`src/rtl/xlate_pkg.sv`:
```
package xlate_pkg;
  localparam int VA_W    = 24;
  localparam int RA_W    = 24;
  localparam int DES_W   = 32;
  localparam int MEM_W   = 32;
  localparam int SIDX_W  = 8;
  localparam int PIDX_W  = 9;
  localparam int FRAME_W = 13;
  localparam int VPN_W   = 13;
  localparam int PTO_W   = RA_W - 4;
  localparam int SE_INV  = 31;
  localparam int SE_PROT = 30;
  localparam int SE_COM  = 29;
  localparam int PTE_INV = 15;

  typedef enum logic [1:0] {
    EXC_NONE = 2'd0,
    EXC_SEG  = 2'd1,
    EXC_PAGE = 2'd2,
    EXC_PROT = 2'd3
  } exc_e;

  typedef struct packed {
    logic latchReq;
    logic latchSeg;
    logic latchPte;
    logic memSelPage;
    logic fill;
    logic setRes;
    logic useHit;
    exc_e exc;
  } ctl_t;

  typedef struct packed {
    logic hit;
    logic hitProtFault;
    logic segLenBad;
    logic segInvalid;
    logic pgLenBad;
    logic pteInvalid;
    logic walkProtFault;
  } stat_t;
endpackage

```
`src/rtl/xlate_tlb.sv`:
```
module xlate_tlb
  import xlate_pkg::*;
#(
  parameter int N = 8
) (
  input  logic               clk,
  input  logic               rstN,
  input  logic               purge,
  input  logic [VPN_W-1:0]   lkVpn,
  input  logic [RA_W-1:0]    lkOrigin,
  output logic               hit,
  output logic [FRAME_W-1:0] hitFrame,
  output logic               hitProt,
  input  logic               fill,
  input  logic [VPN_W-1:0]   fVpn,
  input  logic [RA_W-1:0]    fOrigin,
  input  logic               fCommon,
  input  logic               fProt,
  input  logic [FRAME_W-1:0] fFrame
);
  localparam int PTR_W = (N > 1) ? $clog2(N) : 1;

  logic [N-1:0]       vld, comm, prot, match;
  logic [VPN_W-1:0]   vpnArr   [N];
  logic [RA_W-1:0]    orgArr   [N];
  logic [FRAME_W-1:0] frameArr [N];
  logic [PTR_W-1:0]   ptr;

  generate
    for (genvar i = 0; i < N; i++) begin : g_match
      assign match[i] = vld[i] && (vpnArr[i] == lkVpn) &&
                        (comm[i] || (orgArr[i] == lkOrigin));
    end
  endgenerate

  always_comb begin
    hit      = 1'b0;
    hitFrame = '0;
    hitProt  = 1'b0;
    for (int i = 0; i < N; i++) begin
      if (match[i]) begin
        hit      = 1'b1;
        hitFrame = frameArr[i];
        hitProt  = prot[i];
      end
    end
  end

  always_ff @(posedge clk or negedge rstN) begin
    if (!rstN) begin
      vld <= '0;
      ptr <= '0;
    end else if (purge) begin
      vld <= '0;
      ptr <= '0;
    end else if (fill) begin
      for (int i = 0; i < N; i++)
        if (ptr == PTR_W'(i)) vld[i] <= 1'b1;
      ptr <= (ptr == PTR_W'(N - 1)) ? '0 : ptr + 1'b1;
    end
  end

  always_ff @(posedge clk) begin
    if (fill && !purge) begin
      for (int i = 0; i < N; i++) begin
        if (ptr == PTR_W'(i)) begin
          vpnArr[i]   <= fVpn;
          orgArr[i]   <= fOrigin;
          frameArr[i] <= fFrame;
          comm[i]     <= fCommon;
          prot[i]     <= fProt;
        end
      end
    end
  end
endmodule

```
`src/rtl/xlate_datapath.sv`:
```
module xlate_datapath
  import xlate_pkg::*;
#(
  parameter int CACHE_N = 8
) (
  input  logic             clk,
  input  logic             rstN,
  input  ctl_t             ctl,
  output stat_t            stat,
  input  logic             cfgSegLarge,
  input  logic             cfgPageLarge,
  input  logic [DES_W-1:0] primDesig,
  input  logic [DES_W-1:0] secDesig,
  input  logic [VA_W-1:0]  reqVa,
  input  logic             reqStore,
  input  logic             reqSec,
  input  logic             purge,
  input  logic [MEM_W-1:0] memRdata,
  output logic [RA_W-1:0]  memAddr,
  output logic [RA_W-1:0]  rspAddr,
  output logic [1:0]       rspExc
);
  logic [VA_W-1:0]    vaQ;
  logic               storeQ, secQ, segProtQ, segComQ;
  logic [PTO_W-1:0]   ptOrgQ;
  logic [FRAME_W-1:0] frameQ;
  logic [RA_W-1:0]    rspAddrQ;
  exc_e               rspExcQ;

  logic [DES_W-1:0]   desSel;
  logic [SIDX_W-1:0]  segIdx;
  logic [PIDX_W-1:0]  pgIdx;
  logic [VPN_W-1:0]   vpn;
  logic [RA_W-1:0]    segAddr, pgAddr, stOrg;
  logic [FRAME_W-1:0] hitFrame, resFrame;
  logic               hitProt;
  logic [RA_W-1:0]    realAddr;

  assign desSel = secQ ? secDesig : primDesig;
  assign stOrg  = desSel[RA_W-1:0];

  always_comb begin
    segIdx = cfgSegLarge ? {4'b0, vaQ[23:20]} : vaQ[23:16];
    unique case ({cfgSegLarge, cfgPageLarge})
      2'b11:   pgIdx = {1'b0, vaQ[19:12]};
      2'b10:   pgIdx = vaQ[19:11];
      2'b01:   pgIdx = {5'b0, vaQ[15:12]};
      default: pgIdx = {4'b0, vaQ[15:11]};
    endcase
    vpn = cfgPageLarge ? {1'b0, vaQ[23:12]} : vaQ[23:11];
  end

  assign segAddr = stOrg + RA_W'({segIdx, 2'b00});
  assign pgAddr  = {ptOrgQ, 4'h0} + RA_W'({pgIdx, 1'b0});
  assign memAddr = ctl.memSelPage ? pgAddr : segAddr;

  assign resFrame = ctl.useHit ? hitFrame : frameQ;
  assign realAddr = cfgPageLarge ? {resFrame[11:0], vaQ[11:0]}
                                 : {resFrame, vaQ[10:0]};

  xlate_tlb #(.N(CACHE_N)) u_tlb (
    .clk      (clk),
    .rstN     (rstN),
    .purge    (purge),
    .lkVpn    (vpn),
    .lkOrigin (stOrg),
    .hit      (stat.hit),
    .hitFrame (hitFrame),
    .hitProt  (hitProt),
    .fill     (ctl.fill),
    .fVpn     (vpn),
    .fOrigin  (stOrg),
    .fCommon  (segComQ),
    .fProt    (segProtQ),
    .fFrame   (frameQ)
  );

  assign stat.hitProtFault  = hitProt && storeQ;
  assign stat.segLenBad     = segIdx > desSel[DES_W-1:RA_W];
  assign stat.segInvalid    = memRdata[SE_INV];
  assign stat.pgLenBad      = pgIdx > memRdata[28:20];
  assign stat.pteInvalid    = memRdata[PTE_INV] || (memRdata[14:13] != 2'b00);
  assign stat.walkProtFault = segProtQ && storeQ;

  always_ff @(posedge clk or negedge rstN) begin
    if (!rstN) begin
      vaQ      <= '0;
      storeQ   <= 1'b0;
      secQ     <= 1'b0;
      segProtQ <= 1'b0;
      segComQ  <= 1'b0;
      ptOrgQ   <= '0;
      frameQ   <= '0;
      rspAddrQ <= '0;
      rspExcQ  <= EXC_NONE;
    end else begin
      if (ctl.latchReq) begin
        vaQ    <= reqVa;
        storeQ <= reqStore;
        secQ   <= reqSec;
      end
      if (ctl.latchSeg) begin
        segProtQ <= memRdata[SE_PROT];
        segComQ  <= memRdata[SE_COM];
        ptOrgQ   <= memRdata[PTO_W-1:0];
      end
      if (ctl.latchPte) frameQ <= memRdata[FRAME_W-1:0];
      if (ctl.setRes) begin
        rspExcQ  <= ctl.exc;
        rspAddrQ <= (ctl.exc == EXC_NONE) ? realAddr : '0;
      end
    end
  end

  assign rspAddr = rspAddrQ;
  assign rspExc  = rspExcQ;
endmodule

```
`src/rtl/xlate_ctrl.sv`:
```
module xlate_ctrl
  import xlate_pkg::*;
(
  input  logic  clk,
  input  logic  rstN,
  input  logic  reqValid,
  output logic  reqReady,
  input  logic  memReady,
  output logic  memValid,
  output logic  rspValid,
  input  stat_t stat,
  output ctl_t  ctl
);
  typedef enum logic [2:0] {
    ST_IDLE, ST_LOOK, ST_SEGRD, ST_PGRD, ST_FILL, ST_RESP
  } state_e;

  state_e state, nextState;

  always_comb begin
    ctl       = '0;
    nextState = state;
    reqReady  = 1'b0;
    memValid  = 1'b0;
    rspValid  = 1'b0;
    unique case (state)
      ST_IDLE: begin
        reqReady = 1'b1;
        if (reqValid) begin
          ctl.latchReq = 1'b1;
          nextState    = ST_LOOK;
        end
      end
      ST_LOOK: begin
        if (stat.hit) begin
          ctl.setRes = 1'b1;
          ctl.useHit = 1'b1;
          ctl.exc    = stat.hitProtFault ? EXC_PROT : EXC_NONE;
          nextState  = ST_RESP;
        end else if (stat.segLenBad) begin
          ctl.setRes = 1'b1;
          ctl.exc    = EXC_SEG;
          nextState  = ST_RESP;
        end else begin
          nextState = ST_SEGRD;
        end
      end
      ST_SEGRD: begin
        memValid = 1'b1;
        if (memReady) begin
          if (stat.segInvalid) begin
            ctl.setRes = 1'b1;
            ctl.exc    = EXC_SEG;
            nextState  = ST_RESP;
          end else if (stat.pgLenBad) begin
            ctl.setRes = 1'b1;
            ctl.exc    = EXC_PAGE;
            nextState  = ST_RESP;
          end else begin
            ctl.latchSeg = 1'b1;
            nextState    = ST_PGRD;
          end
        end
      end
      ST_PGRD: begin
        memValid       = 1'b1;
        ctl.memSelPage = 1'b1;
        if (memReady) begin
          if (stat.pteInvalid) begin
            ctl.setRes = 1'b1;
            ctl.exc    = EXC_PAGE;
            nextState  = ST_RESP;
          end else begin
            ctl.latchPte = 1'b1;
            nextState    = ST_FILL;
          end
        end
      end
      ST_FILL: begin
        ctl.fill   = 1'b1;
        ctl.setRes = 1'b1;
        ctl.exc    = stat.walkProtFault ? EXC_PROT : EXC_NONE;
        nextState  = ST_RESP;
      end
      ST_RESP: begin
        rspValid  = 1'b1;
        nextState = ST_IDLE;
      end
      default: nextState = ST_IDLE;
    endcase
  end

  always_ff @(posedge clk or negedge rstN) begin
    if (!rstN) state <= ST_IDLE;
    else       state <= nextState;
  end
endmodule

```
`src/rtl/seg_page_xlate.sv`:
```
module seg_page_xlate
  import xlate_pkg::*;
#(
  parameter int CACHE_N = 8
) (
  input  logic             clk,
  input  logic             rstN,
  input  logic             cfgSegLarge,
  input  logic             cfgPageLarge,
  input  logic [DES_W-1:0] primDesig,
  input  logic [DES_W-1:0] secDesig,
  input  logic             purge,
  input  logic             reqValid,
  output logic             reqReady,
  input  logic [VA_W-1:0]  reqVa,
  input  logic             reqStore,
  input  logic             reqSec,
  output logic             rspValid,
  output logic [RA_W-1:0]  rspAddr,
  output logic [1:0]       rspExc,
  output logic             memValid,
  input  logic             memReady,
  output logic [RA_W-1:0]  memAddr,
  input  logic [MEM_W-1:0] memRdata
);
  ctl_t  ctl;
  stat_t stat;

  xlate_ctrl u_ctrl (
    .clk      (clk),
    .rstN     (rstN),
    .reqValid (reqValid),
    .reqReady (reqReady),
    .memReady (memReady),
    .memValid (memValid),
    .rspValid (rspValid),
    .stat     (stat),
    .ctl      (ctl)
  );

  xlate_datapath #(.CACHE_N(CACHE_N)) u_dp (
    .clk          (clk),
    .rstN         (rstN),
    .ctl          (ctl),
    .stat         (stat),
    .cfgSegLarge  (cfgSegLarge),
    .cfgPageLarge (cfgPageLarge),
    .primDesig    (primDesig),
    .secDesig     (secDesig),
    .reqVa        (reqVa),
    .reqStore     (reqStore),
    .reqSec       (reqSec),
    .purge        (purge),
    .memRdata     (memRdata),
    .memAddr      (memAddr),
    .rspAddr      (rspAddr),
    .rspExc       (rspExc)
  );
endmodule

```
`config.mk`:
```
export PLATFORM = sky130hd
export DESIGN_NAME = seg_page_xlate
export DESIGN_NICKNAME = d
export VERILOG_FILES = /design/src/rtl/xlate_pkg.sv /design/src/rtl/xlate_tlb.sv /design/src/rtl/xlate_datapath.sv /design/src/rtl/xlate_ctrl.sv /design/src/rtl/seg_page_xlate.sv
export SDC_FILE = /design/constraint.sdc
export NUM_CORES = 1
export LEC_CHECK = 0
export BUFFER_PORTS_ARGS = -buffer_cell sky130_fd_sc_hd__clkbuf_2
export CAP_MARGIN = 30
export CORE_ASPECT_RATIO = 1.75
export CORE_MARGIN = 2
export CORE_UTILIZATION = 46
export DETAILED_ROUTE_END_ITERATION = 7
export PLACE_DENSITY = 0.66
export SKIP_CTS_REPAIR_TIMING = 1
export SLEW_MARGIN = 5
export SYNTH_ARGS = -nofsm -noshare
export SYNTH_HDL_FRONTEND = slang
export SYNTH_SLANG_ARGS = --single-unit
```
`constraint.sdc`:
```
create_clock -name clk -period 9.3 [get_ports clk]
set_clock_uncertainty 0.2 [all_clocks]
set_input_delay 2.79 -clock clk [delete_from_list [all_inputs] [get_ports clk]]
set_output_delay 2.79 -clock clk [all_outputs]
set_load 0.02 [all_outputs]
```
# Word-level counts from Yosys, hierarchy flattened
# Memory sizes are Yosys's and may differ from the RTL's.
# Cells that the tools add are included.
[classes]
n_lt_le_gt_ge = 2
add_sub_neg = 3
n_eq_ne = 34
n_reduce_logical = 81
n_mux = 174
[op_table]
columns = ["operator", "count"]
rows = [
  ["$mux W13", 24],
  ["$mux W24", 10],
  ["$eq A24 B24 Y1", 8],
  ["$reduce_or A13 Y1", 14],
  ["$reduce_or A24 Y1", 7],
  ["$eq A13 B13 Y1", 8],
  ["$mux W3", 31],
  ["$mux W1", 92],
  ["$add A24 B10 Y24", 2],
  ["$mux W32", 1],
  ["$reduce_and A2 Y1", 16],
  ["$pmux W9 S3", 1],
  ["$mux W8", 3],
  ["$reduce_bool A2 Y1", 10],
  ["$logic_and A1 B1 Y1", 19],
  ["$eq A3 B3 Y1 const B", 6],
  ["$mux W2", 9],
  ["$pmux W3 S5", 1],
  ["$eq A3 B2 Y1 const B", 4],
  ["$gt A9 B9 Y1", 1],
  ["$logic_or A1 B1 Y1", 9],
  ["$gt A8 B8 Y1", 1],
  ["$pmux W2 S4", 1],
  ["$eq A3 B1 Y1 const B", 2],
  ["other kinds (10)", 14],
]
[word_totals]
reg_bits = 117
mem_count = 3
input_bits = 129
out_inout_bits = 53
ramBits = 400
[mem_list]
columns = ["memory", "words", "width", "read_ports", "rd_ports_with_merged_regs", "wr", "line_no", "text"]
rows = [
  ["u_dp.u_tlb.orgArr", 8, 24, 8, 0, 1, "xlate_tlb.sv:25", "logic [RA_W-1:0] orgArr [N];"],
  ["u_dp.u_tlb.frameArr", 8, 13, 8, 0, 1, "xlate_tlb.sv:26", "logic [FRAME_W-1:0] frameArr [N];"],
  ["u_dp.u_tlb.vpnArr", 8, 13, 8, 0, 1, "xlate_tlb.sv:24", "logic [VPN_W-1:0] vpnArr [N];"],
]

# Logic depth before layout (Yosys ltp)
# Gate-level depths: netlist (run 1).
[logic_depth]
ltp_word = 18
mapped_depth = 19
ltp_nobuf = 16

# Cells and area by module
# A second synthesis (run 1) with hierarchy kept.
[unflattened]
hier_cells = 1771
hier_area_um2 = 24451.0
[modules_own_cells]
columns = ["module", "area_each_um2", "cells_each", "instances"]
rows = [
  ["xlate_tlb", 18052.3, 1138, 1],
  ["xlate_datapath", 6049.6, 587, 1],
  ["xlate_ctrl", 349.1, 46, 1],
]

# Worst setup path before layout (run 1)
# Ideal clock, no wire load.
[synth_path]
path_type = "input-to-output"
start = "input cfgPageLarge"
end = "output memAddr[23]"
slack_ns = -0.142
n_path_buf = 5
arrival_time_ns = 6.452
required_ns = 6.310
stages = 19
path_cell_list = "buf_2 > buf_2 > buf_2 > buf_2 > buf_1 > nand3_1 > o21ai_0 > ha_1 > a21o_1 > a21oi_1 > o21bai_1 > a21oi_1 > nor2b_1 > o21ai_0 > nor2_1 > nand4_1 > xnor2_1 > nor2_1 > a21oi_1"
[synth_via]
elab_chain_cells = 4
word_cells_on_any_way = 6
[synth_lines]
columns = ["element", "line_no", "text"]
rows = [
  ["from (decl)", "seg_page_xlate.sv:9", "input logic cfgPageLarge,"],
  ["$eq A2 B1 Y1 / $eq A2 B2 Y1 (equally long branches)", "xlate_datapath.sv:44", "unique case ({cfgSegLarge, cfgPageLarge})"],
  ["$pmux W9 S3 *", "xlate_datapath.sv:44", ""],
  ["$add A24 B10 Y24 *", "xlate_datapath.sv:54", "assign pgAddr = {ptOrgQ, 4'h0} + RA_W'({pgIdx, 1'b0});"],
  ["$mux W24 *", "xlate_datapath.sv:55", "assign memAddr = ctl.memSelPage ? pgAddr : segAddr;"],
  ["to (decl)", "seg_page_xlate.sv:23", "output logic [RA_W-1:0] memAddr,"],
]
# Every way passes the cells marked *; elsewhere a longest branch is shown, timed or not.

# Worst setup path after layout (run 1)
[layout_path]
start = "input secDesig[2]"
end = "output memAddr[16]"
[layout_via]
elab_chain_cells = 3
[layout_lines]
columns = ["element", "line_no", "text"]
rows = [
  ["from (decl)", "seg_page_xlate.sv:11", "input logic [DES_W-1:0] secDesig,"],
  ["$mux W32", "xlate_datapath.sv:39", "assign desSel = secQ ? secDesig : primDesig;"],
  ["via u_dp.desSel[2]", "xlate_datapath.sv:30", "logic [DES_W-1:0] desSel;"],
  ["$add A24 B10 Y24", "xlate_datapath.sv:53", "assign segAddr = stOrg + RA_W'({segIdx, 2'b00});"],
  ["$mux W24", "xlate_datapath.sv:55", ""],
]
# The timed path passes the listed nets, and every way through them passes these cells.

==> results of run 1 <==
-- layer usage --
| layer | wire, um | vias to the layer above | share of wire (%) |
|---|---|---|---|
| met5 | 8 | - | 0.011 |
| met4 | 3640 | 2 | 5.0 |
| met3 | 4880 | 138 | 6.7 |
| met2 | 38000 | 710 | 52 |
| met1 | 26300 | 8058 | 36 |
| li1 | - | 7161 | - |
-- synthesized netlist by cell type, types with 10 or more instances --
master    count
a221oi_1     22
nand2_1      62
nor4_1       44
nand3_1      22
xor2_1      107
nor3_1       33
o31a_1       11
clkbuf_1     42
inv_1        83
nor2b_1      11
o31ai_1      10
xnor2_1     230
nor2_1       74
o22ai_1      11
a21o_1       16
mux2i_4      18
a22o_1       24
mux2i_1      60
mux2_2       58
ha_1         37
and3_1       20
nand4_1      28
o21ai_0      40
edfxtp_1    416
a21oi_1      49
or3_1        11
dfrtp_1     101
buf_2        12
-- through the flow --
step | util, % | total power, uW | instances | worst slack (ns)
after floorplan | - | 5050 | 1810 | 0.132
after global placement | 50.1 | 6070 | 2668 | 0.215
after detailed placement | 50.1 | 6110 | 2671 | 0.233
after CTS | 53.1 | 8110 | 2759 | 0.182
after global routing | 53.2 | 8430 | 2759 | 0.0539
final | 53.2 | 8080 | 2759 | 0.316
-- worst max-delay path: cells and delay by family --
family | cells | cell delay [ns]
buf+inv | 5 | 0.68
mux | 1 | 0.06
xor+xnor | 1 | 0.16
compound gates | 7 | 1.24
fa+ha+maj | 2 | 0.66
simple gates | 3 | 0.38
-- state kept, by name (all words and copies together) (netlist names) --
register             count
u_dp.rspExc              2
u_dp.u_tlb.vld           8
u_ctrl.state             3
u_dp.vaQ                24
u_dp.u_tlb.prot          8
u_dp.frameQ             13
u_dp.u_tlb.comm          8
u_dp.ptOrgQ             20
u_dp.secQ                1
u_dp.segProtQ            1
u_dp.storeQ              1
u_dp.u_tlb.ptr           3
u_dp.u_tlb.orgArr      192
u_dp.u_tlb.frameArr    104
u_dp.u_tlb.vpnArr      104
u_dp.segComQ             1
u_dp.rspAddr            24
-- area by class of cell --
cell class | instances | area, um2 | share of cell area, %
Sequential cell | 517 | 15000 | 53.1
Timing Repair Buffer | 250 | 1420 | 5.02
Tap cell | 684 | 856 | 3.02
Clock buffer | 68 | 1390 | 4.91
Multi-Input combinational cell | 1136 | 9090 | 32.1
Clock inverter | 20 | 211 | 0.747
Inverter | 84 | 315 | 1.11
-- cell families after synthesis --
logic type                 after synthesis  share of synthesized area (%)
AOI/OAI and AO/OA                      278                           8.36
xor gates and xnor gates               337                           11.9
adders and majority gates               39                           2.03
buffers and inverters                  157                           2.87
DFF                                    517                           60.6
muxes                                  144                           7.14
and+or+nand+nor                        338                           7.12
-- power groups by stage --
| stage | registers (uW) | logic, uW | clock network, uW |
|---|---|---|---|
| global placement | 3340 | 2730 | 0 |
| floorplan | 3170 | 1880 | 0 |
| finish | 3310 | 2770 | 2010 |
| global route | 3340 | 2980 | 2110 |
| detailed placement | 3350 | 2760 | 0 |
| CTS | 3310 | 2770 | 2020 |
-- final timing paths --
kind                                endpoint         startpoint  slack, ns  cells after the start
min in group asynchronous   u_dp.rspAddr[10]               rstN       2.03                      1
max in group asynchronous          u_dp.secQ               rstN       5.50                      2
setup / recovery                 memAddr[16]        secDesig[2]       0.32                     19
hold reg to reg            u_dp.u_tlb.vld[7]  u_dp.u_tlb.vld[7]       0.28                      1
hold / removal             u_dp.u_tlb.vld[7]  u_dp.u_tlb.vld[7]       0.28                      1
setup reg to reg            u_dp.rspAddr[23]          u_dp.secQ       3.48                     12
==> insert_results.sql, run 1 <==
INSERT INTO impl_metrics (metric_group, metric, value, unit) VALUES
('synth', 'yosysTopAreaCell', 'edfxtp_1', ''),
('worst_setup_path', 'worstPathRequired', '6.31', 'ns'),
('routing', 'initialDrtViolationCount', '1463', ''),
('status', 'status', 'completed', ''),
('pwr', 'irDropWorstVdd', '0.000225', 'V'),
('synth', 'synth_sequential_area_ratio', '60.6', '%'),
('synth', 'synth.cell_area', '24800', 'um2'),
('final_layout', 'share_of_cells_above_drive_strength_1', '21.2', '%'),
('placed_design', 'place_hpwl', '51800', 'um'),
('synth', 'yosysWarnings', '0', ''),
('synth', 'synthesis.instances', '1810', ''),
('synth', 'avgSynthCellArea', '13.7', 'um2'),
('final_layout', 'area_added_between_synthesis_and_finish', '14.2', '%'),
('cts', 'tritoncts.num_buffers', '48', ''),
('sta', 'setup_tns', '0', 'ns'),
('final_layout', 'most-common-layout-cells', 'edfxtp_1, xnor2_1, clkbuf_2', ''),
('global_routing', 'top_usage_layer', 'met2', ''),
('worst_setup_path', 'timing.critical_path.to_type', 'primary output', ''),
('synth', 'synth_top_flop_cell', 'edfxtp_1', ''),
('synth', 'synth.top_cells.by_area', 'edfxtp_1, dfrtp_1, xnor2_1', ''),
('global_routing', 'grt.total_usage', '25.8', '%'),
('final_layout', 'mostFrequentLayoutCell', 'edfxtp_1', ''),
('floorplan', 'fp.dieArea', '55800', 'um2'),
('floorplan', 'coreArea', '53300', 'um2'),
('global_routing', 'global_route_met2_utilization', '46.9', '%'),
('floorplan', 'ioPinCount', '182', ''),
('cts', 'clk_pin_slew', '0.06', 'ns'),
('synth', 'postSynthNetCount', '1978', ''),
('floorplan', 'floorplan.initialDensity', '46.6', '%'),
('routing', 'detail_route.wl_per_cell', '26.4', 'um'),
('cts', 'clockBufferDepth', '3', ''),
('sta', 'grt_setup_unrepaired', 'false', ''),
('sta', 'tightest_slew', '0.967', 'ns'),
('cts', 'clk_latency', '0.59', 'ns'),
('pwr', 'p_leak', '0.0105', 'uW'),
('pwr', 'powerDensity', '286', 'nW/um2'),
('worst_setup_path', 'worst-setup-path-type', 'input pin to primary output', ''),
('synth', 'synth_top_cell_area_share', '50.4', '%'),
('routing', 'detail_route.vias_per_cell', '5.82', ''),
('floorplan', 'die_h', '311', 'um'),
('global_routing', 'grtUsageMet1', '30.0', '%'),
('sta', 'final_hold_violations', '0', ''),
('worst_setup_path', 'start_kind', 'input pin', ''),
('routing', 'drt_pre_antenna_iters', '7', ''),
('final_layout', 'finalNetCount', '2205', ''),
('placed_design', 'replace_congestion', '0.903', ''),
('routing', 'drt_drc_violations_left', '0', ''),
('floorplan', 'total_number_of_placement_rows', '112', ''),
('cts', 'tritoncts_num_sinks', '517', ''),
('worst_setup_path', 'crit_chain', 'clkbuf_2, mux2i_4, inv_1, ha_1, inv_1, fa_1, nor2b_1, o21ai_0, a21boi_0, o21ai_0, a21boi_1, o21a_1, o21bai_2, nor3_1, xnor2_1, nor2_1, a21oi_1, buf_4, clkbuf_2', ''),
('sta', 'slew_headroom', '35.0', '%'),
('pwr', 'sw_pwr', '2940', 'uW'),
('pwr', 'clockPowerShare', '24.8', '%'),
('global_routing', 'antenna_found_initial', '1', ''),
('synth', 'synth_async_sr_flop_share', '19.5', '%'),
('synth', 'synth-seq-cells', '517', ''),
('worst_setup_path', 'worst-path-max-fanout', '6', ''),
('sta', 'setup_viol_count_final', '0', ''),
('routing', 'totalWireLength', '72800', 'um'),
('final_layout', 'fillerInstances', '4523', ''),
('run', 'cap_viol_max_count', '0', ''),
('cts', 'clk_root_buffer_cell', 'clkbuf_16', ''),
('routing', 'final_antenna_net_count', '0', ''),
('sta', 'final.period_utilization', '96.6', '%'),
('global_routing', 'grt_max_degree', '57', ''),
('sta', 'timing.fmax', '0.111', 'GHz'),
('synth', 'number_of_synthesized_flops_with_an_enable_pin', '416', ''),
('pwr', 'internal_power', '5140', 'uW'),
('pwr', 'share_comb_of_total_power', '34.2', '%'),
('worst_setup_path', 'max_stage_delay', '0.46', 'ns'),
('min_path', 'min_path_type', 'flop to flop', '');
Note: power is estimated with default switching activity, not from simulation.
==> run 2, diff against run 1 <==
--- a/config.mk
+++ b/config.mk
@@ -9,9 +9,9 @@
 export CAP_MARGIN = 30
 export CORE_ASPECT_RATIO = 1.75
 export CORE_MARGIN = 2
-export CORE_UTILIZATION = 46
+export CORE_UTILIZATION = 35
 export DETAILED_ROUTE_END_ITERATION = 7
-export PLACE_DENSITY = 0.66
+export SETUP_SLACK_MARGIN = 0.2
 export SKIP_CTS_REPAIR_TIMING = 1
 export SLEW_MARGIN = 5
 export SYNTH_ARGS = -nofsm -noshare
==> run 2 against run 1 <==
Against the previous run: cell count increased by 8.7%; critical path depth decreased by 2; fmax increased by 0.37%; global-route usage decreased by 4.7 points; hold slack got worse by 0.0046 ns; sequential cell count unchanged; total power increased by 2.6%; via count increased by 1.2%; sequential share of layout area decreased by 0.86 points; combinational power increased by 5%; design area increased by 1.6%; critical path type unchanged.
==> insert_results.sql, run 2 (synthesis gave the netlist of run 1 again) <==
INSERT INTO impl_metrics (metric_group, metric, value, unit) VALUES
('worst_setup_path', 'start_kind', 'input pin', ''),
('routing', 'drt_drc_violations_left', '0', ''),
('placed_design', 'replace_congestion', '0.919', ''),
('pwr', 'power', '8290', 'uW'),
('floorplan', 'fp.dieArea', '73100', 'um2'),
('floorplan', 'die_width', '205', 'um'),
('pwr', 'irDropWorstVdd', '0.000200', 'V'),
('worst_setup_path', 'critical_path.reg2reg.endpoint', 'u_dp.rspAddr[6]', ''),
('floorplan', 'floorplan.initialDensity', '35.2', '%'),
('final_layout', 'reg_top3', 'u_dp.u_tlb.orgArr: 192 flops, u_dp.u_tlb.frameArr: 104 flops, u_dp.u_tlb.vpnArr: 104 flops', ''),
('global_routing', 'grt_pass1_vias', '16637', ''),
('worst_setup_path', 'worstPathRequired', '6.31', 'ns'),
('final_layout', 'mostFrequentLayoutCell', 'edfxtp_1', ''),
('routing', 'initialDrtViolationCount', '1319', ''),
('min_path', 'min_delay_path_depth', '1', ''),
('pwr', 'powerDensity', '288', 'nW/um2'),
('routing', 'vias', '16258', ''),
('worst_setup_path', 'rr_worst_depth', '13', ''),
('min_path', 'min_path_type', 'flop to flop', ''),
('cts', 'clk_latency', '0.60', 'ns'),
('routing', 'totalWireLength', '77900', 'um'),
('worst_setup_path', 'worst-setup-path-type', 'input pin to primary output', ''),
('final_layout', 'num_antenna_cells', '0', ''),
('routing', 'detail_route.vias_per_cell', '5.42', ''),
('final_layout', 'share_of_cells_above_drive_strength_1', '22.1', '%'),
('pwr', 'p_leak', '0.0105', 'uW'),
('floorplan', 'die_h', '356', 'um'),
('min_path', 'worst_hold_startpoint', 'u_dp.u_tlb.vld[7]', ''),
('worst_setup_path', 'r2r_setup_slack', '3.33', 'ns'),
('cts', 'clockBufferDepth', '3', ''),
('floorplan', 'total_number_of_placement_rows', '129', ''),
('sta', 'tightest_slew', '0.996', 'ns'),
('floorplan', 'ioPinCount', '182', ''),
('final_layout', 'finalNetCount', '2213', ''),
('cts', 'clk_root_buffer_cell', 'clkbuf_16', ''),
('cts', 'htreeDepth', '2', ''),
('cts', 'tritoncts_num_sinks', '517', ''),
('run', 'cap_viol_max_count', '0', ''),
('placed_design', 'place_hpwl', '56400', 'um'),
('sta', 'finalCriticalPeriod', '8.95', 'ns'),
('floorplan', 'coreArea', '70400', 'um2'),
('min_path', 'min_delay_worst_endpoint', 'u_dp.u_tlb.vld[7]', ''),
('routing', 'drt_pre_antenna_iters', '5', ''),
('worst_setup_path', 'timing.critical_path.to_type', 'primary output', ''),
('sta', 'slew_headroom', '33.0', '%'),
('cts', 'clk_pin_slew', '0.06', 'ns'),
('worst_setup_path', 'timing.rr.start', 'u_dp.secQ', ''),
('status', 'status', 'completed', ''),
('routing', 'detail_route.wl_per_cell', '26.0', 'um'),
('cts', 'tritoncts.num_buffers', '49', ''),
('final_layout', 'area_added_between_synthesis_and_finish', '16.1', '%'),
('sta', 'hold_ws', '0.276', 'ns'),
('global_routing', 'grt_max_degree', '56', ''),
('final_layout', 'most-common-layout-cells', 'edfxtp_1, xnor2_1, clkbuf_2', ''),
('placed_design', 'port_buffers', '181', ''),
('sta', 'setup_tns', '0', 'ns'),
('global_routing', 'grt_first_pass_wirelength', '112000', 'um'),
('worst_setup_path', 'worst-path-max-fanout', '12', ''),
('worst_setup_path', 'cp.arrival', '5.96', 'ns'),
('final_layout', 'largest_reg_flops', '192', ''),
('global_routing', 'antenna_found_initial', '1', ''),
('final_layout', 'final_core_utilization', '40.9', '%'),
('global_routing', 'grt_remaining_overflow', '0', ''),
('sta', 'setup_viol_count_final', '0', ''),
('global_routing', 'grt.total_usage', '21.1', '%'),
('cts', 'tritoncts_clock_tree', 'yes', ''),
('routing', 'final_antenna_net_count', '0', ''),
('sta', 'final_hold_violations', '0', ''),
('sta', 'timing.fmax', '0.112', 'GHz'),
('sta', 'drv_slew', '0', ''),
('sta', 'final.period_utilization', '96.2', '%'),
('sta', 'grt_setup_unrepaired', 'false', ''),
('final_layout', 'registers.top_by_ff_count', 'u_dp.u_tlb.orgArr', '');
## run 2: worst max path at each step
stage | from | to | slack [ns]
3_3_place_gp | cfgSegLarge | memAddr[18] | -0.02
3_5_place_dp | cfgSegLarge | memAddr[18] | 0.003
4_1_cts | cfgSegLarge | memAddr[18] | -0.01
2_1_floorplan | cfgPageLarge | memAddr[15] | 0.25
5_1_grt | cfgSegLarge | memAddr[18] | 0.19
6_report | cfgSegLarge | memAddr[23] | 0.35
## run 2: layout make-up
type,instances,area (um2)
clock buffers,64,1370
clock inverters,25,273
fillers,6619,41600
inverters,84,315
multi-input cells,1136,9140
flip-flops and latches,517,15000
well taps,917,1150
repair buffers,257,1500
## run 2: layer usage
layer,track usage (%),up-vias,part of all wire (%)
li1,-,7183,-
met1,25.3,8193,38
met2,36.9,730,50
met3,3.68,150,7.3
met4,9.57,2,4.7
met5,0,-,0.017
## run 2: report_power, final
| group | leakage (uW) | switching (uW) | internal (uW) |
|---|---|---|---|
| combinational | 0.00473 | 1800 | 1110 |
| sequential | 0.00501 | 385 | 2940 |
| clock | 0.000810 | 908 | 1150 |
## run 2: stage by stage
| step | cells | cell area (um2) | setup slack [ns] |
|---|---|---|---|
| floorplan | 1810 | 24800 | 0.246 |
| global placement | 2909 | 27100 | -0.0240 |
| detailed placement | 2911 | 27100 | 0.00334 |
| CTS | 3000 | 28700 | -0.00959 |
| global route | 3000 | 28800 | 0.193 |
| finish | 3000 | 28800 | 0.349 |
## run 2: critical path, stage by stage
cell	delay (ns)
clkbuf_2	0.15
buf_6	0.17
mux2i_4	0.26
inv_1	0.08
ha_1	0.28
a21o_1	0.11
a21oi_1	0.09
o21ai_2	0.18
a21oi_1	0.12
o21ai_1	0.15
a21o_1	0.18
a21oi_2	0.09
or2_2	0.32
or3_1	0.37
xnor2_1	0.15
a21oi_2	0.26
buf_4	0.19
==> run 3, diff against run 2 <==
--- a/config.mk
+++ b/config.mk
@@ -9,8 +9,9 @@
 export CAP_MARGIN = 30
 export CORE_ASPECT_RATIO = 1.75
 export CORE_MARGIN = 2
-export CORE_UTILIZATION = 35
+export CORE_UTILIZATION = 60
 export DETAILED_ROUTE_END_ITERATION = 7
+export PLACE_DENSITY = 0.79
 export SETUP_SLACK_MARGIN = 0.2
 export SKIP_CTS_REPAIR_TIMING = 1
 export SLEW_MARGIN = 5
==> constraint.sdc (replaced) <==
create_clock -name clk -period 10.28 [get_ports clk]
set_clock_uncertainty 0.2 [all_clocks]
set_input_delay 3.084 -clock clk [delete_from_list [all_inputs] [get_ports clk]]
set_output_delay 3.084 -clock clk [all_outputs]
set_load 0.02 [all_outputs]
==> run 3 against run 2 <==
Against the previous run: design area down 3.1%; die area down 41%; register-to-register slack better by 1.2 ns; sequential share of layout area up 1.6 points; clock power down 15%; critical path depth down 1; hold slack better by 0.0051 ns; total power down 13%; combinational power down 17%; via count up 0.97%; sequential power down 9.0%; cell count down 13%; critical path type unchanged; critical endpoint is now memAddr[21].
==> insert_results.sql, run 3 (synthesis gave the netlist of run 1 again) <==
INSERT INTO impl_metrics (metric_group, metric, value, unit) VALUES
('routing', 'drt_pre_antenna_iters', '5', ''),
('final_layout', 'multi_input_gate_area', '9080', 'um2'),
('worst_setup_path', 'cp.arrival', '6.54', 'ns'),
('floorplan', 'ioPinCount', '182', ''),
('pwr', 'internal_power', '4570', 'uW'),
('pwr', 'share_comb_of_total_power', '33.6', '%'),
('final_layout', 'final_core_utilization', '68.3', '%'),
('placed_design', 'place_inst', '2513', ''),
('sta', 'finalCriticalPeriod', '9.82', 'ns'),
('floorplan', 'coreArea', '40800', 'um2'),
('pwr', 'sw_pwr', '2610', 'uW'),
('sta', 'setup_tns', '0', 'ns'),
('final_layout', 'finalNetCount', '2181', ''),
('cts', 'tritoncts_num_sinks', '517', ''),
('pwr', 'powerDensity', '257', 'nW/um2'),
('pwr', 'clockPowerShare', '24.3', '%'),
('floorplan', 'die_h', '273', 'um'),
('pwr', 'p_leak', '0.0103', 'uW'),
('final_layout', 'largest_reg_flops', '192', ''),
('floorplan', 'fp.dieArea', '43000', 'um2'),
('floorplan', 'total_number_of_placement_rows', '98', ''),
('routing', 'detail_route.wl_per_cell', '26.8', 'um'),
('routing', 'detail_route.vias_per_cell', '6.31', ''),
('cts', 'clk_latency', '0.57', 'ns'),
('sta', 'slew_headroom', '23.8', '%'),
('floorplan', 'floorplan.initialDensity', '60.7', '%'),
('worst_setup_path', 'critical_path.reg2reg.endpoint', 'u_dp.rspAddr[2]', ''),
('worst_setup_path', 'crit_path_top_delay_cell', 'mux2i_4', ''),
('min_path', 'worst_hold_startpoint', 'u_dp.u_tlb.vld[6]', ''),
('final_layout', 'reg_top3', 'u_dp.u_tlb.orgArr: 192 flops, u_dp.u_tlb.frameArr: 104 flops, u_dp.u_tlb.vpnArr: 104 flops', ''),
('routing', 'initialDrtViolationCount', '1658', ''),
('sta', 'setup_viol_count_final', '0', ''),
('routing', 'drt_drc_violations_left', '0', ''),
('cts', 'tritoncts.num_buffers', '45', ''),
('worst_setup_path', 'start_kind', 'input pin', ''),
('cts', 'clk_root_buffer_cell', 'clkbuf_16', ''),
('worst_setup_path', 'cp_common_cell', 'a21oi_1', ''),
('final_layout', 'share_of_cells_above_drive_strength_1', '20.3', '%'),
('routing', 'totalWireLength', '69700', 'um'),
('global_routing', 'grt.total_usage', '32.5', '%'),
('min_path', 'min_delay_worst_endpoint', 'u_dp.u_tlb.vld[6]', ''),
('worst_setup_path', 'critical_path_depth', '16', ''),
('worst_setup_path', 'worst-path-max-fanout', '9', ''),
('status', 'status', 'completed', ''),
('worst_setup_path', 'worstPathRequired', '7.00', 'ns'),
('pwr', 'irDropWorstVdd', '0.000193', 'V'),
('placed_design', 'replace_congestion', '0.969', ''),
('final_layout', 'area_added_between_synthesis_and_finish', '12.5', '%'),
('worst_setup_path', 'crit_chain', 'clkbuf_2, mux2i_4, clkinvlp_4, ha_1, a21o_1, a21oi_1, o21ai_0, a21oi_1, o21ai_0, a21o_1, a21oi_1, or2_2, nor3_1, xnor2_1, a21oi_1, clkbuf_2', ''),
('worst_setup_path', 'cp.buffers_inverters', '3', ''),
('worst_setup_path', 'max_stage_delay', '0.42', 'ns'),
('worst_setup_path', 'rr_worst_depth', '13', ''),
('worst_setup_path', 'timing.critical_path.to_type', 'primary output', ''),
('sta', 'final_hold_violations', '0', ''),
('global_routing', 'grt_pass1_vias', '16599', ''),
('final_layout', 'registers.top_by_ff_count', 'u_dp.u_tlb.orgArr', ''),
('run', 'cap_viol_max_count', '0', ''),
('sta', 'tightest_slew', '1.13', 'ns'),
('global_routing', 'grt_remaining_overflow', '0', ''),
('min_path', 'min_path_type', 'flop to flop', ''),
('placed_design', 'port_buffers', '181', ''),
('worst_setup_path', 'timing.critical_path.max_delay_family', 'compound AO/OA/AOI/OAI gates', ''),
('global_routing', 'antenna_found_initial', '4', ''),
('global_routing', 'grt_max_degree', '61', ''),
('placed_design', 'place_hpwl', '48600', 'um'),
('worst_setup_path', 'r2r_setup_slack', '4.50', 'ns'),
('sta', 'grt_setup_unrepaired', 'false', ''),
('sta', 'timing.fmax', '0.102', 'GHz'),
('worst_setup_path', 'worst-setup-path-type', 'input pin to primary output', ''),
('final_layout', 'fillerInstances', '2808', ''),
('final_layout', 'final_non_filler_cell_total', '2601', ''),
('final_layout', 'most-common-layout-cells', 'edfxtp_1, xnor2_1, clkbuf_2', ''),
('cts', 'tritoncts_clock_tree', 'yes', ''),
('routing', 'vias', '16415', ''),
('pwr', 'power_frac_seq', '42.0', '%'),
('pwr', 'p_sw_share', '36.3', '%'),
('min_path', 'min_delay_path_depth', '1', ''),
('sta', 'final.period_utilization', '95.5', '%'),
('cts', 'htreeDepth', '2', ''),
('cts', 'clk_pin_slew', '0.06', 'ns'),
('routing', 'final_antenna_net_count', '0', ''),
('floorplan', 'die_width', '158', 'um'),
('worst_setup_path', 'timing.rr.start', 'u_dp.vaQ[23]', ''),
('sta', 'drv_slew', '0', ''),
('cts', 'clockBufferDepth', '3', ''),
('final_layout', 'mostFrequentLayoutCell', 'edfxtp_1', ''),
('final_layout', 'seq_area', '15000', 'um2'),
('global_routing', 'grt_first_pass_wirelength', '102000', 'um');
[run 3: power by group through the flow]
stage	sequential, uW	combinational (uW)	clock, uW
after floorplan	2870	1700	0
after global placement	3030	2320	0
after detailed placement	3050	2380	0
after CTS	3010	2400	1760
after global routing	3040	2580	1830
final	3020	2410	1750
[run 3: layer usage]
layer | wire (um) | track usage [%]
met1 | 23300 | 37.4
met4 | 5360 | 21.3
met2 | 35200 | 55.9
met5 | 45 | 0
met3 | 5780 | 4.84
[run 3: final cells by class]
class | instances | share of cell area (%)
tap | 550 | 2.47
clock buffer | 61 | 4.62
antenna | 1 | 0.00897
multi-input combinational | 1136 | 32.6
inverter | 84 | 1.14
timing repair buffer | 229 | 4.53
sequential | 517 | 53.9
clock inverter | 23 | 0.808
[run 3: worst register-to-register path, delay by kind of cell (launching register included)]
| kind | cells | cell delay, ns |
|---|---|---|
| and+or+nand+nor | 5 | 2.16 |
| xor gates and xnor gates | 1 | 0.12 |
| muxes | 1 | 0.12 |
| AOI/OAI and AO/OA | 4 | 1.79 |
| buffers and inverters | 2 | 0.52 |
| DFF | 1 | 0.73 |
[run 3: per-stage QoR]
step	hold slack [ns]	instance area, um2	worst slack [ns]	power (uW)
3_3_place_gp	0.255	26300	0.508	5350
2_1_floorplan	0.241	24800	0.250	4570
4_1_cts	0.282	27900	0.378	7160
3_5_place_dp	0.268	26300	0.401	5420
5_1_grt	0.296	27900	0.263	7450
6_report	0.281	27900	0.460	7180
[run 3: worst max path at each step]
stage | end | startpoint | slack [ns]
finish | memAddr[21] | primDesig[2] | 0.46
detailed placement | memAddr[22] | secDesig[2] | 0.40
global placement | memAddr[22] | secDesig[2] | 0.51
global route | memAddr[20] | primDesig[2] | 0.26
CTS | memAddr[22] | secDesig[2] | 0.38
floorplan | memAddr[23] | cfgPageLarge | 0.25
